===== src/rtl/mapsel_pkg.sv =====
package mapsel_pkg;

  // strobes from control to datapath
  typedef struct packed {
    logic cycleOk;
    logic relocHigh;
    logic intRamOff;
    logic lowFree;
  } mapStrobe_t;

  // device selects, one bit each
  typedef struct packed {
    logic intRam;
    logic relocRam;
    logic stackRam;
    logic io1;
    logic io2;
    logic timerPort;
    logic extRom;
    logic bootRom;
  } devSel_t;

  // 8K block indices that host devices
  localparam int LOW_BLOCK = 0;
  localparam int IO_BLOCK  = 4;
  localparam int ROM_BLOCK = 7;

  // sub-block indices inside those blocks
  localparam int SUB_INTRAM   = 0;
  localparam int SUB_RELOC_LO = 1;
  localparam int SUB_IO1      = 0;
  localparam int SUB_IO2      = 1;
  localparam int SUB_STACK    = 2;
  localparam int SUB_RELOC_HI = 3;

endpackage


===== src/rtl/mapsel_lowdec.sv =====
module mapsel_lowdec #(
  parameter int IN_W = 3,
  localparam int OUT_N = 1 << IN_W
) (
  input  logic            en,
  input  logic [IN_W-1:0] sel,
  output logic [OUT_N-1:0] outN
);

  for (genvar i = 0; i < OUT_N; i++) begin : g_line
    assign outN[i] = ~(en && (sel == IN_W'(i)));
  end

endmodule


===== src/rtl/mapsel_ctrl.sv =====
module mapsel_ctrl
  import mapsel_pkg::*;
(
  input  logic       clk,
  input  logic       rstN,
  input  logic       eClk,
  input  logic       vma,
  input  logic       relocStrap,
  input  logic       ramOffStrap,
  input  logic       lowFreeStrap,
  output mapStrobe_t strobe
);

  logic relocQ, ramOffQ, lowFreeQ;

  always_ff @(posedge clk or negedge rstN) begin
    if (!rstN) begin
      relocQ   <= 1'b0;
      ramOffQ  <= 1'b0;
      lowFreeQ <= 1'b0;
    end else begin
      relocQ   <= relocStrap;
      ramOffQ  <= ramOffStrap;
      lowFreeQ <= lowFreeStrap;
    end
  end

  always_comb begin
    strobe.cycleOk   = eClk & vma;
    strobe.relocHigh = relocQ;
    strobe.intRamOff = ramOffQ;
    strobe.lowFree   = lowFreeQ;
  end


  strap_latency_chk: assert property (@(posedge clk) disable iff (!rstN)
    $past(rstN) |-> (strobe.relocHigh == $past(relocStrap)) &&
                    (strobe.intRamOff == $past(ramOffStrap)) &&
                    (strobe.lowFree   == $past(lowFreeStrap)));

endmodule


===== src/rtl/mapsel_datapath.sv =====
module mapsel_datapath
  import mapsel_pkg::*;
#(
  parameter int ADDR_W  = 16,
  parameter int BLOCK_W = 3,
  parameter int SUB_W   = 3,
  parameter int SUB_LSB = 7,
  parameter int PORT_W  = 4,
  localparam int TOP_LSB = ADDR_W - BLOCK_W,
  localparam int GATE_LO = SUB_LSB + SUB_W,
  localparam int GATE_HI = TOP_LSB - 1,
  localparam int NBLK    = 1 << BLOCK_W,
  localparam int NSUB    = 1 << SUB_W
) (
  input  logic              clk,
  input  logic              rstN,
  input  logic [ADDR_W-1:0] addr,
  input  logic              rnw,
  input  mapStrobe_t        strobe,
  output logic [NBLK-1:0]   blockSelN,
  output logic [NSUB-1:0]   subSelN,
  output devSel_t           devSelN,
  output logic              bufToBus
);

  logic            subEn;
  logic [NBLK-1:0] blk;
  logic [NSUB-1:0] sub;
  devSel_t         hit;
  logic            onBoard;
  logic            romTop;
  logic            unusedLowBits;

  assign unusedLowBits = ^addr[PORT_W-1:0];
  assign subEn = ~|addr[GATE_HI:GATE_LO];

  mapsel_lowdec #(.IN_W(BLOCK_W)) u_blockDec (
    .en  (1'b1),
    .sel (addr[ADDR_W-1:TOP_LSB]),
    .outN(blockSelN)
  );

  mapsel_lowdec #(.IN_W(SUB_W)) u_subDec (
    .en  (subEn),
    .sel (addr[GATE_LO-1:SUB_LSB]),
    .outN(subSelN)
  );

  assign blk = ~blockSelN;
  assign sub = ~subSelN;
  assign romTop = blk[ROM_BLOCK] & addr[TOP_LSB-1];

  always_comb begin
    hit.intRam    = blk[LOW_BLOCK] & sub[SUB_INTRAM] & ~strobe.intRamOff;
    hit.relocRam  = strobe.relocHigh ? (blk[IO_BLOCK] & sub[SUB_RELOC_HI])
                                     : (blk[LOW_BLOCK] & sub[SUB_RELOC_LO]);
    hit.stackRam  = blk[IO_BLOCK] & sub[SUB_STACK];
    hit.io1       = blk[IO_BLOCK] & sub[SUB_IO1];
    hit.io2       = blk[IO_BLOCK] & sub[SUB_IO2];
    hit.timerPort = blk[IO_BLOCK] & sub[SUB_IO2] & ~|addr[SUB_LSB-1:PORT_W];
    hit.extRom    = romTop & ~addr[TOP_LSB-2];
    hit.bootRom   = romTop & addr[TOP_LSB-2];
  end

  assign devSelN = ~(hit & {$bits(devSel_t){strobe.cycleOk}});

  assign onBoard = hit.intRam | hit.relocRam | hit.stackRam | hit.timerPort |
                   hit.extRom | hit.bootRom | (blk[LOW_BLOCK] & ~strobe.lowFree);

  assign bufToBus = ~(strobe.cycleOk & rnw & ~onBoard);


  block_onehot_chk: assert property (@(posedge clk) disable iff (!rstN)
    $countones(~blockSelN) == 1);


  sub_gate_chk: assert property (@(posedge clk) disable iff (!rstN)
    (|addr[GATE_HI:GATE_LO]) |-> (&subSelN));


  timer_in_io2_chk: assert property (@(posedge clk) disable iff (!rstN)
    !devSelN.timerPort |-> !devSelN.io2);


  dev_exclusive_chk: assert property (@(posedge clk) disable iff (!rstN)
    $countones({~devSelN.intRam, ~devSelN.relocRam, ~devSelN.stackRam,
                ~devSelN.io1, ~devSelN.io2, ~devSelN.extRom,
                ~devSelN.bootRom}) <= 1);


  dev_idle_chk: assert property (@(posedge clk) disable iff (!rstN)
    !strobe.cycleOk |-> (&devSelN));


  reloc_range_chk: assert property (@(posedge clk) disable iff (!rstN)
    !devSelN.relocRam |-> (addr[ADDR_W-1] == strobe.relocHigh));


  buf_onboard_chk: assert property (@(posedge clk) disable iff (!rstN)
    (!devSelN.bootRom || !devSelN.stackRam || !devSelN.timerPort) |-> bufToBus);

endmodule


===== src/rtl/mapsel_top.sv =====
module mapsel_top
  import mapsel_pkg::*;
#(
  parameter int ADDR_W  = 16,
  parameter int BLOCK_W = 3,
  parameter int SUB_W   = 3,
  parameter int SUB_LSB = 7,
  parameter int PORT_W  = 4,
  localparam int NBLK   = 1 << BLOCK_W,
  localparam int NSUB   = 1 << SUB_W
) (
  input  logic              clk,
  input  logic              rstN,
  input  logic [ADDR_W-1:0] addr,
  input  logic              rnw,
  input  logic              eClk,
  input  logic              vma,
  input  logic              relocStrap,
  input  logic              ramOffStrap,
  input  logic              lowFreeStrap,
  output logic [NBLK-1:0]   blockSelN,
  output logic [NSUB-1:0]   subSelN,
  output logic              intRamSelN,
  output logic              relocRamSelN,
  output logic              stackRamSelN,
  output logic              io1SelN,
  output logic              io2SelN,
  output logic              timerSelN,
  output logic              extRomSelN,
  output logic              bootRomSelN,
  output logic              bufToBus
);

  mapStrobe_t strobe;
  devSel_t    devSelN;

  mapsel_ctrl u_ctrl (
    .clk         (clk),
    .rstN        (rstN),
    .eClk        (eClk),
    .vma         (vma),
    .relocStrap  (relocStrap),
    .ramOffStrap (ramOffStrap),
    .lowFreeStrap(lowFreeStrap),
    .strobe      (strobe)
  );

  mapsel_datapath #(
    .ADDR_W (ADDR_W),
    .BLOCK_W(BLOCK_W),
    .SUB_W  (SUB_W),
    .SUB_LSB(SUB_LSB),
    .PORT_W (PORT_W)
  ) u_datapath (
    .clk      (clk),
    .rstN     (rstN),
    .addr     (addr),
    .rnw      (rnw),
    .strobe   (strobe),
    .blockSelN(blockSelN),
    .subSelN  (subSelN),
    .devSelN  (devSelN),
    .bufToBus (bufToBus)
  );

  assign intRamSelN   = devSelN.intRam;
  assign relocRamSelN = devSelN.relocRam;
  assign stackRamSelN = devSelN.stackRam;
  assign io1SelN      = devSelN.io1;
  assign io2SelN      = devSelN.io2;
  assign timerSelN    = devSelN.timerPort;
  assign extRomSelN   = devSelN.extRom;
  assign bootRomSelN  = devSelN.bootRom;


  qual_edge_chk: assert property (@(posedge clk) disable iff (!rstN)
    (!bootRomSelN || !io1SelN || !intRamSelN) |-> (eClk && vma));

endmodule


===== config.mk =====
export PLATFORM = sky130hd
export DESIGN_NAME = mapsel_top
export DESIGN_NICKNAME = d
export VERILOG_FILES = /design/src/rtl/mapsel_pkg.sv /design/src/rtl/mapsel_lowdec.sv /design/src/rtl/mapsel_ctrl.sv /design/src/rtl/mapsel_datapath.sv /design/src/rtl/mapsel_top.sv
export SDC_FILE = /design/constraint.sdc
export NUM_CORES = 1
export LEC_CHECK = 0
export ABC_AREA = 1
export BUFFER_PORTS_ARGS = -buffer_cell sky130_fd_sc_hd__buf_2
export CORE_AREA = 2 2 39 41
export CTS_CLUSTER_DIAMETER = 40
export DETAILED_ROUTE_END_ITERATION = 10
export DIE_AREA = 0 0 41 43
export GPL_TIMING_DRIVEN = 0
export PLACE_DENSITY = 0.71
export SYNTH_ARGS = -nofsm -noshare
export SYNTH_HDL_FRONTEND = slang
export SYNTH_SLANG_ARGS = --single-unit

===== constraint.sdc =====
create_clock -name clk -period 0.8 [get_ports clk]
set_input_delay 0 -clock clk [delete_from_list [all_inputs] [get_ports clk]]
set_output_delay 0 -clock clk [all_outputs]
set_load 0.01 [all_outputs]

Yosys cells after proc, flatten, opt, wreduce, memory -nomap -nowiden

Index checks and enable logic that the tools add are counted.

Register bits after elaboration: 3
Logic and storage cells: 78

Equal/unequal tests: 14
Mux-type cells: 1
Bitwise logic cells: 46
Reductions and logical operators: 14

Operators with widths:

| operator           | count |
|---|---|
| $eq 3x3->1 const B | 8 |
| $not 1->1          | 21 |
| $not 8->8          | 2 |
| $and 1x1->1        | 15 |
| $eq 3x2->1 const B | 4 |
| $and 8x8->8        | 1 |
| $logic_and 1x1->1  | 8 |
| $eq 3x1->1 const B | 2 |
| $logic_not 3->1    | 2 |
| $or 1x1->1         | 6 |
| $reduce_or 3->1    | 2 |
| $not 4->4          | 1 |
| $logic_not 1->1    | 2 |
| $mux 1             | 1 |

Longest topological paths before layout

Gate-level depths: netlist (run 1).

Depth after elaboration: 16
Depth in mapped cells: 7
Mapped depth without buffers: 7

Cells and area by module

A second synthesis (run 1) with hierarchy kept.

Cell total of the unflattened synthesis: 85
Area total of the unflattened synthesis: 437.9 µm²

By module, submodules not included:

| module          | instances | cells each | area an instance (µm²) |
|---|---|---|---|
| mapsel_datapath | 1         | 39         | 185.2 |
| mapsel_lowdec   | 2         | 19         | 73.8 |
| mapsel_ctrl     | 1         | 8          | 105.1 |

Worst setup path after synthesis (run 1)

OpenSTA, ideal clock, no wires.

Path kind: register -> output
Start point: register u_ctrl.lowFreeQ
End point: output port bufToBus
Data arrival time: 705 ps
Data required time: 800 ps
Slack: 95 ps
Stages on the path, launching flop included: 8
Path buffers: 0
Path through: dfrtp_1 -> inv_1 -> nand3_1 -> nand2_1 -> inv_1 -> nand2_1 -> nor2_1 -> nand2_1

Cells in the longest elaborated chain, start to end: 6

Ends and longest elaborated chain:

| what                     | line                  | source |
|---|---|---|
| start: declaration       | mapsel_ctrl.sv:14     | `logic relocQ, ramOffQ, lowFreeQ;` |
| start signal: assignment | mapsel_ctrl.sv:24     | `lowFreeQ <= lowFreeStrap;` |
| $not 1->1                | mapsel_datapath.sv:68 | `hit.extRom \| hit.bootRom \| (blk[LOW_BLOCK] & ~strobe.lowFree);` |
| $and 1x1->1              | mapsel_datapath.sv:68 |  |
| $or 1x1->1               | mapsel_datapath.sv:68 |  |
| $not 1->1                | mapsel_datapath.sv:70 | `assign bufToBus = ~(strobe.cycleOk & rnw & ~onBoard);` |
| $and 1x1->1              | mapsel_datapath.sv:70 |  |
| $not 1->1                | mapsel_datapath.sv:70 |  |
| end: declaration         | mapsel_top.sv:31      | `output logic bufToBus` |

No other way between the ends.

Worst setup path in the final report (run 1)

Start point: register u_ctrl.relocQ
End point: output port bufToBus

Cells in the longest elaborated chain, start to end: 10

Ends and longest elaborated chain:

| what                     | line                  | source |
|---|---|---|
| start: declaration       | mapsel_ctrl.sv:14     |  |
| start signal: assignment | mapsel_ctrl.sv:22     | `relocQ <= relocStrap;` |
| $mux 1                   | mapsel_datapath.sv:55 | `hit.relocRam = strobe.relocHigh ? (blk[IO_BLOCK] & sub[SUB_RELOC_HI])` |
| $or 1x1->1 (4 in series) | mapsel_datapath.sv:67 | `assign onBoard = hit.intRam \| hit.relocRam \| hit.stackRam \| hit.timerPort \|` |
| $or 1x1->1 (2 in series) | mapsel_datapath.sv:68 |  |
| $not 1->1                | mapsel_datapath.sv:70 |  |
| $and 1x1->1              | mapsel_datapath.sv:70 |  |
| $not 1->1                | mapsel_datapath.sv:70 |  |

No other way between the ends.

==> flow_metrics.tcl, run 1 <==
set metrics [dict create \
    status "finished with violations" \
    violations "setup timing" \
    grt_antenna_before_repair 0 \
    numClockSinks 3 \
    die_w_um 41 \
    critPathLaunchType "register" \
    clockRootBuffer "clkbuf_4" \
    regArea_sq_um 75.1 \
    syn_nets 102 \
    cp_common_cell "nand2_1" \
    cp_cell_sequence "inv_1 -> nor2_1 -> nand2_1 -> nand2_2 -> nor2_2 -> nand2_1 -> buf_2" \
    synth.largest_area_cell "nand3_1" \
    synthSimpleGateAreaFrac_pct 64.2 \
    avgRoutedWirePerCell_um 9.27 \
    synth_ff_type "dfrtp_1" \
    port_buffers 44 \
    synthAdderAreaFrac_pct 0 \
    clk_path_buf_depth 2 \
    synthTopCellsByCount "nand3_1, inv_1, nand2_1, nor2_1, dfrtp_1" \
    cap_violations 0 \
    tns_ns -0.709 \
    max_clock_freq_ghz 0.906 \
    route.vias.total 648 \
    critPathKind "reg2out" \
    synth-seq-cells 3 \
    synth_xor_area_share_pct 0 \
    yosysUniqueCellTypes 10 \
    rsz0062_at_grt "true" \
    finish.instance_area_sq_um 773 \
    die_h_um 43 \
    power.density_mw_per_mm2 848 \
    fin_crit_sh_pct 138 \
    slew-limit-headroom_pct 83.9 \
    grt_max_degree 8 \
    p_leak_nw 0.398 \
    setup_violations 4 \
    setup_ws_ns -0.304 \
    avgSynthCellArea_sq_um 5.10 \
    syn-cell-area_sq_um 398 \
    synth_compound_area_share_pct 0 \
    hold_path.class "in2async" \
    critPathSlowestCell "dfrtp_1" \
    multiInputGateArea_sq_um 308 \
    grt_pass1_wl_mm 1.90 \
    grt_util_all_layers_pct 15.2 \
    postRouteAntennaNets 0 \
    synthMostInstantiatedCell "nand3_1" \
    path_delay_family "flip-flops" \
    yosys_warnings 0 \
    cts_made_buffers 3 \
    start_util_pct 28.8 \
    design.core.area_sq_mm 0.00138 \
    routed_via_density 4.41 \
    slew_viol_final 0 \
    pre_cts_slack_ns -0.136 \
    rows 14 \
    synthTopCellsByArea "nand3_1, dfrtp_1, inv_1, nand2_1, nor2_1" \
    place_hpwl_mm 1.01 \
    drcViolationCount 0 \
    syn-instance-count 78 \
    synth-edff-count 0 \
    area_delta_synth_final_pct 94.3 \
    holdWs_ns 0.104 \
    finalNetCount 156 \
    synth_top_area_share_pct 25.2 \
    crit_path_end_kind "output pin" \
    dr.pass1.iters 4 \
    gp_congestion 0.720 \
    overflow 0 \
    die-area_sq_mm 0.00176 \
    drt_iter0_drc 5 \
    slowest_delay_ns 0.36 \
    cp.arrival_ns 1.10 \
    critPathRequiredTime_ns 0.80 \
    placedInstanceArea_sq_um 638 \
    io-pin-count 49 \
    finalHoldViolations 0 \
    worst_pin_slew_ns 0.240 \
    p_total_mw 0.656 \
    grt_pass1_vias 531 \
    crit_cells 7 \
    fillers 147 \
    synth_mux_area_share_pct 0 \
    synth_top_family_by_area "simple AND/OR/NAND/NOR gates" \
    routed_wl_mm 1.36 \
    crit_fanout 2 \
    cts_tree "yes" \
    post-route-min-period_ns 1.10 \
    vdd_drop_max_mv 0.768 \
    async_reset_ff_share_pct 100 \
    clkTransAtPathRegs_ns 0.04 \
    timing.critical_path.buf_inv 2 \
    htree_levels 1 \
    yosysSeqAreaShare_pct 18.9 \
    n_antenna_cell 0 \
    drive_gt1_share_pct 50.4 \
]
-- state kept, by name, summed over array words and instances (netlist names) --
name and flops:
u_ctrl.lowFreeQ 1, u_ctrl.relocQ 1, u_ctrl.ramOffQ 1
-- layout make-up --
cell class / count / area share (%)
Sequential cell: 3 / 9.71
Clock buffer: 4 / 3.40
Tap cell: 16 / 2.59
Timing Repair Buffer: 49 / 35.4
Multi-Input combinational cell: 57 / 39.8
Inverter: 18 / 9.06
-- cell usage in the layout (no fill, tap or decap), types with 2 or more instances in the layout --
master         instances
buf_2                 43
nand3_1               20
inv_1                 14
nand2_1               13
nor2_1                 8
nor2_4                 4
nand2_2                4
nor2_2                 4
dlygate4sd3_1          4
inv_2                  3
clkbuf_4               3
dfrtp_1                3
nand2_4                2
-- metrics by stage --
stage                     util (%)  instances
after global routing          55.9        147
after detailed placement      46.1        138
after CTS                     52.2        147
after global placement        46.1        138
final                         55.9        147
after floorplan                  -         78
-- path summary, 6_finish.rpt --
kind / start / endpoint / slack, ns
worst max-delay path: u_ctrl.relocQ$_DFF_PN0_ / bufToBus / -0.30
worst min-delay path: rstN / u_ctrl.relocQ$_DFF_PN0_ / 0.10
max in group asynchronous: rstN / u_ctrl.ramOffQ$_DFF_PN0_ / 0.59
min in group clk: addr[11] / bootRomSelN / 0.29
-- per-layer routing --
metal | wire, um | track usage, %
met1 | 519 | 15.0
met5 | 0 | 0
met2 | 794 | 29.7
met3 | 48 | 0.524
met4 | 0 | 6.00
-- where the power goes --
group | internal (mW) | switching [mW]
logic | 0.0938 | 0.129
clock network | 0.187 | 0.0826
registers | 0.160 | 0.00271
total | 0.441 | 0.214
-- kinds of logic after synthesis --
| family | Yosys count |
|---|---|
| buffers and inverters | 18 |
| flip-flops | 3 |
| AND/OR/NAND/NOR | 57 |
-- what timing repair did --
| item | in CTS | in global routing |
|---|---|---|
| endpoints found under the setup margin | 6 | 12 |
| setup buffers | 1 | 0 |
| pin swaps | 3 | 1 |
| hold endpoints to repair | 6 | 0 |
| hold buffers | 4 | 0 |
| resized for setup | 6 | 15 |
(Power assumes the default switching activity.)
==> run 2, diff against run 1 <==
- SKIP_CTS_REPAIR_TIMING: default -> 1
==> run 2 against run 1 <==
  * The run still ends with setup timing left
  * Combinational power decreased by 7%
  * Die area stayed put
  * Sequential cell count unchanged
  * Maximum frequency fell by 0.88%
  * Power fell by 2.4%
  * Setup slack got worse by 0.0098 ns
  * Final cell count is 0.68% lower
  * Wire length down 2.2%
  * Core utilization is 2.4 points lower
  * Sequential power about the same
  * Critical path depth stayed put
  * Critical path type unchanged
  * Critical endpoint unchanged
==> flow_metrics.tcl, run 2 (synthesis results as in run 1) <==
set metrics [dict create \
    die_h_um 43 \
    grt_util_all_layers_pct 13.8 \
    p_leak_nw 0.375 \
    hold_path.class "in2async" \
    start_util_pct 28.8 \
    vdd_drop_max_mv 0.764 \
    post-route-min-period_ns 1.11 \
    power.density_mw_per_mm2 864 \
    critPathKind "reg2out" \
    setup_ws_ns -0.314 \
    violations "setup timing" \
    rsz0062_at_grt "true" \
    cts_made_buffers 3 \
    rows 14 \
    slew-limit-headroom_pct 84.1 \
    fin_crit_sh_pct 139 \
    status "finished with violations" \
    htree_levels 1 \
    clockRootBuffer "clkbuf_4" \
    crit_path_end_kind "output pin" \
    crit_fanout 2 \
    critPathLaunchType "register" \
    io-pin-count 49 \
    dr.pass1.iters 4 \
    drt_iter0_drc 5 \
    die-area_sq_mm 0.00176 \
    cap_violations 0 \
    overflow 0 \
    grt_pass1_vias 491 \
    area_delta_synth_final_pct 86.2 \
    layout_common_cells "buf_2, nand3_1, inv_1" \
    critPathRequiredTime_ns 0.80 \
    drcViolationCount 0 \
    placedInstanceArea_sq_um 638 \
    n_antenna_cell 0 \
    finalNetCount 155 \
    largestRegisters "u_ctrl.lowFreeQ: 1 flops, u_ctrl.ramOffQ: 1 flops, u_ctrl.relocQ: 1 flops" \
    postRouteAntennaNets 0 \
    cts_tree "yes" \
    drive_gt1_share_pct 46.2 \
    clkTransAtPathRegs_ns 0.04 \
    grt_antenna_before_repair 0 \
    route.vias.total 642 \
    routed_wl_mm 1.33 \
    slew_viol_final 0 \
    routed_via_density 4.40 \
    place_hpwl_mm 1.01 \
    clk_path_buf_depth 2 \
    avgRoutedWirePerCell_um 9.12 \
    max_clock_freq_ghz 0.898 \
    placedCellCount 138 \
    final_common_cell "buf_2" \
    port_buffers 44 \
    gp_congestion 0.720 \
    design.core.area_sq_mm 0.00138 \
    finish.instance_area_sq_um 741 \
    grt_pass1_wl_mm 1.75 \
    tns_ns -0.866 \
    p_total_mw 0.640 \
    final_util_pct 53.5 \
    pre_cts_slack_ns -0.136 \
    instances_no_fill 146 \
    grt_max_degree 8 \
    finalHoldViolations 0 \
    setup_violations 5 \
    holdWs_ns 0.103 \
    die_w_um 41 \
    numClockSinks 3 \
    cp.arrival_ns 1.11 \
    worst_pin_slew_ns 0.237 \
]
run 2: cell types whose count changed in the layout (fill, tap and decap cells not counted), sizes merged:
cell  change
buf       -1
run 2: layer usage:
| metal | vias up | part of all wire [%] | GRT usage (%) |
|---|---|---|---|
| li1 | 344 | - | - |
| met1 | 282 | 39 | 14.7 |
| met2 | 16 | 58 | 25.6 |
| met3 | 0 | 3.6 | 0.524 |
| met4 | 0 | 0 | 6.00 |
| met5 | - | 0 | 0 |
run 2: final cells by class:
cell class	count	area [sq um]
sequential	3	75.1
timing repair buffer	48	267
clock buffer	4	26.3
tap	16	20.0
multi-input combinational	57	285
fill	144	643
inverter	18	67.6
run 2: power breakdown:
group / switching (mW) / leakage (nW) / internal (mW)
Sequential: 0.00271 / 0.0350 / 0.160
Combinational: 0.119 / 0.326 / 0.0876
Clock: 0.0828 / 0.0150 / 0.187
Total: 0.205 / 0.375 / 0.435
run 2: worst max-delay path, cell delays in order, from the launching register on:
cell	delay [ns]
dfrtp_1	0.33
inv_1	0.04
nor2_1	0.11
nand2_1	0.09
nand2_2	0.10
nor2_2	0.03
nand2_1	0.05
buf_2	0.12
run 2: worst paths after layout:
| path | from | depth (start not counted) | to |
|---|---|---|---|
| worst min-delay path | rstN | 2 | u_ctrl.relocQ$_DFF_PN0_ |
| worst max-delay path | u_ctrl.relocQ$_DFF_PN0_ | 7 | bufToBus |
| max in group asynchronous | rstN | 2 | u_ctrl.ramOffQ$_DFF_PN0_ |
| min in group clk | addr[11] | 3 | bootRomSelN |
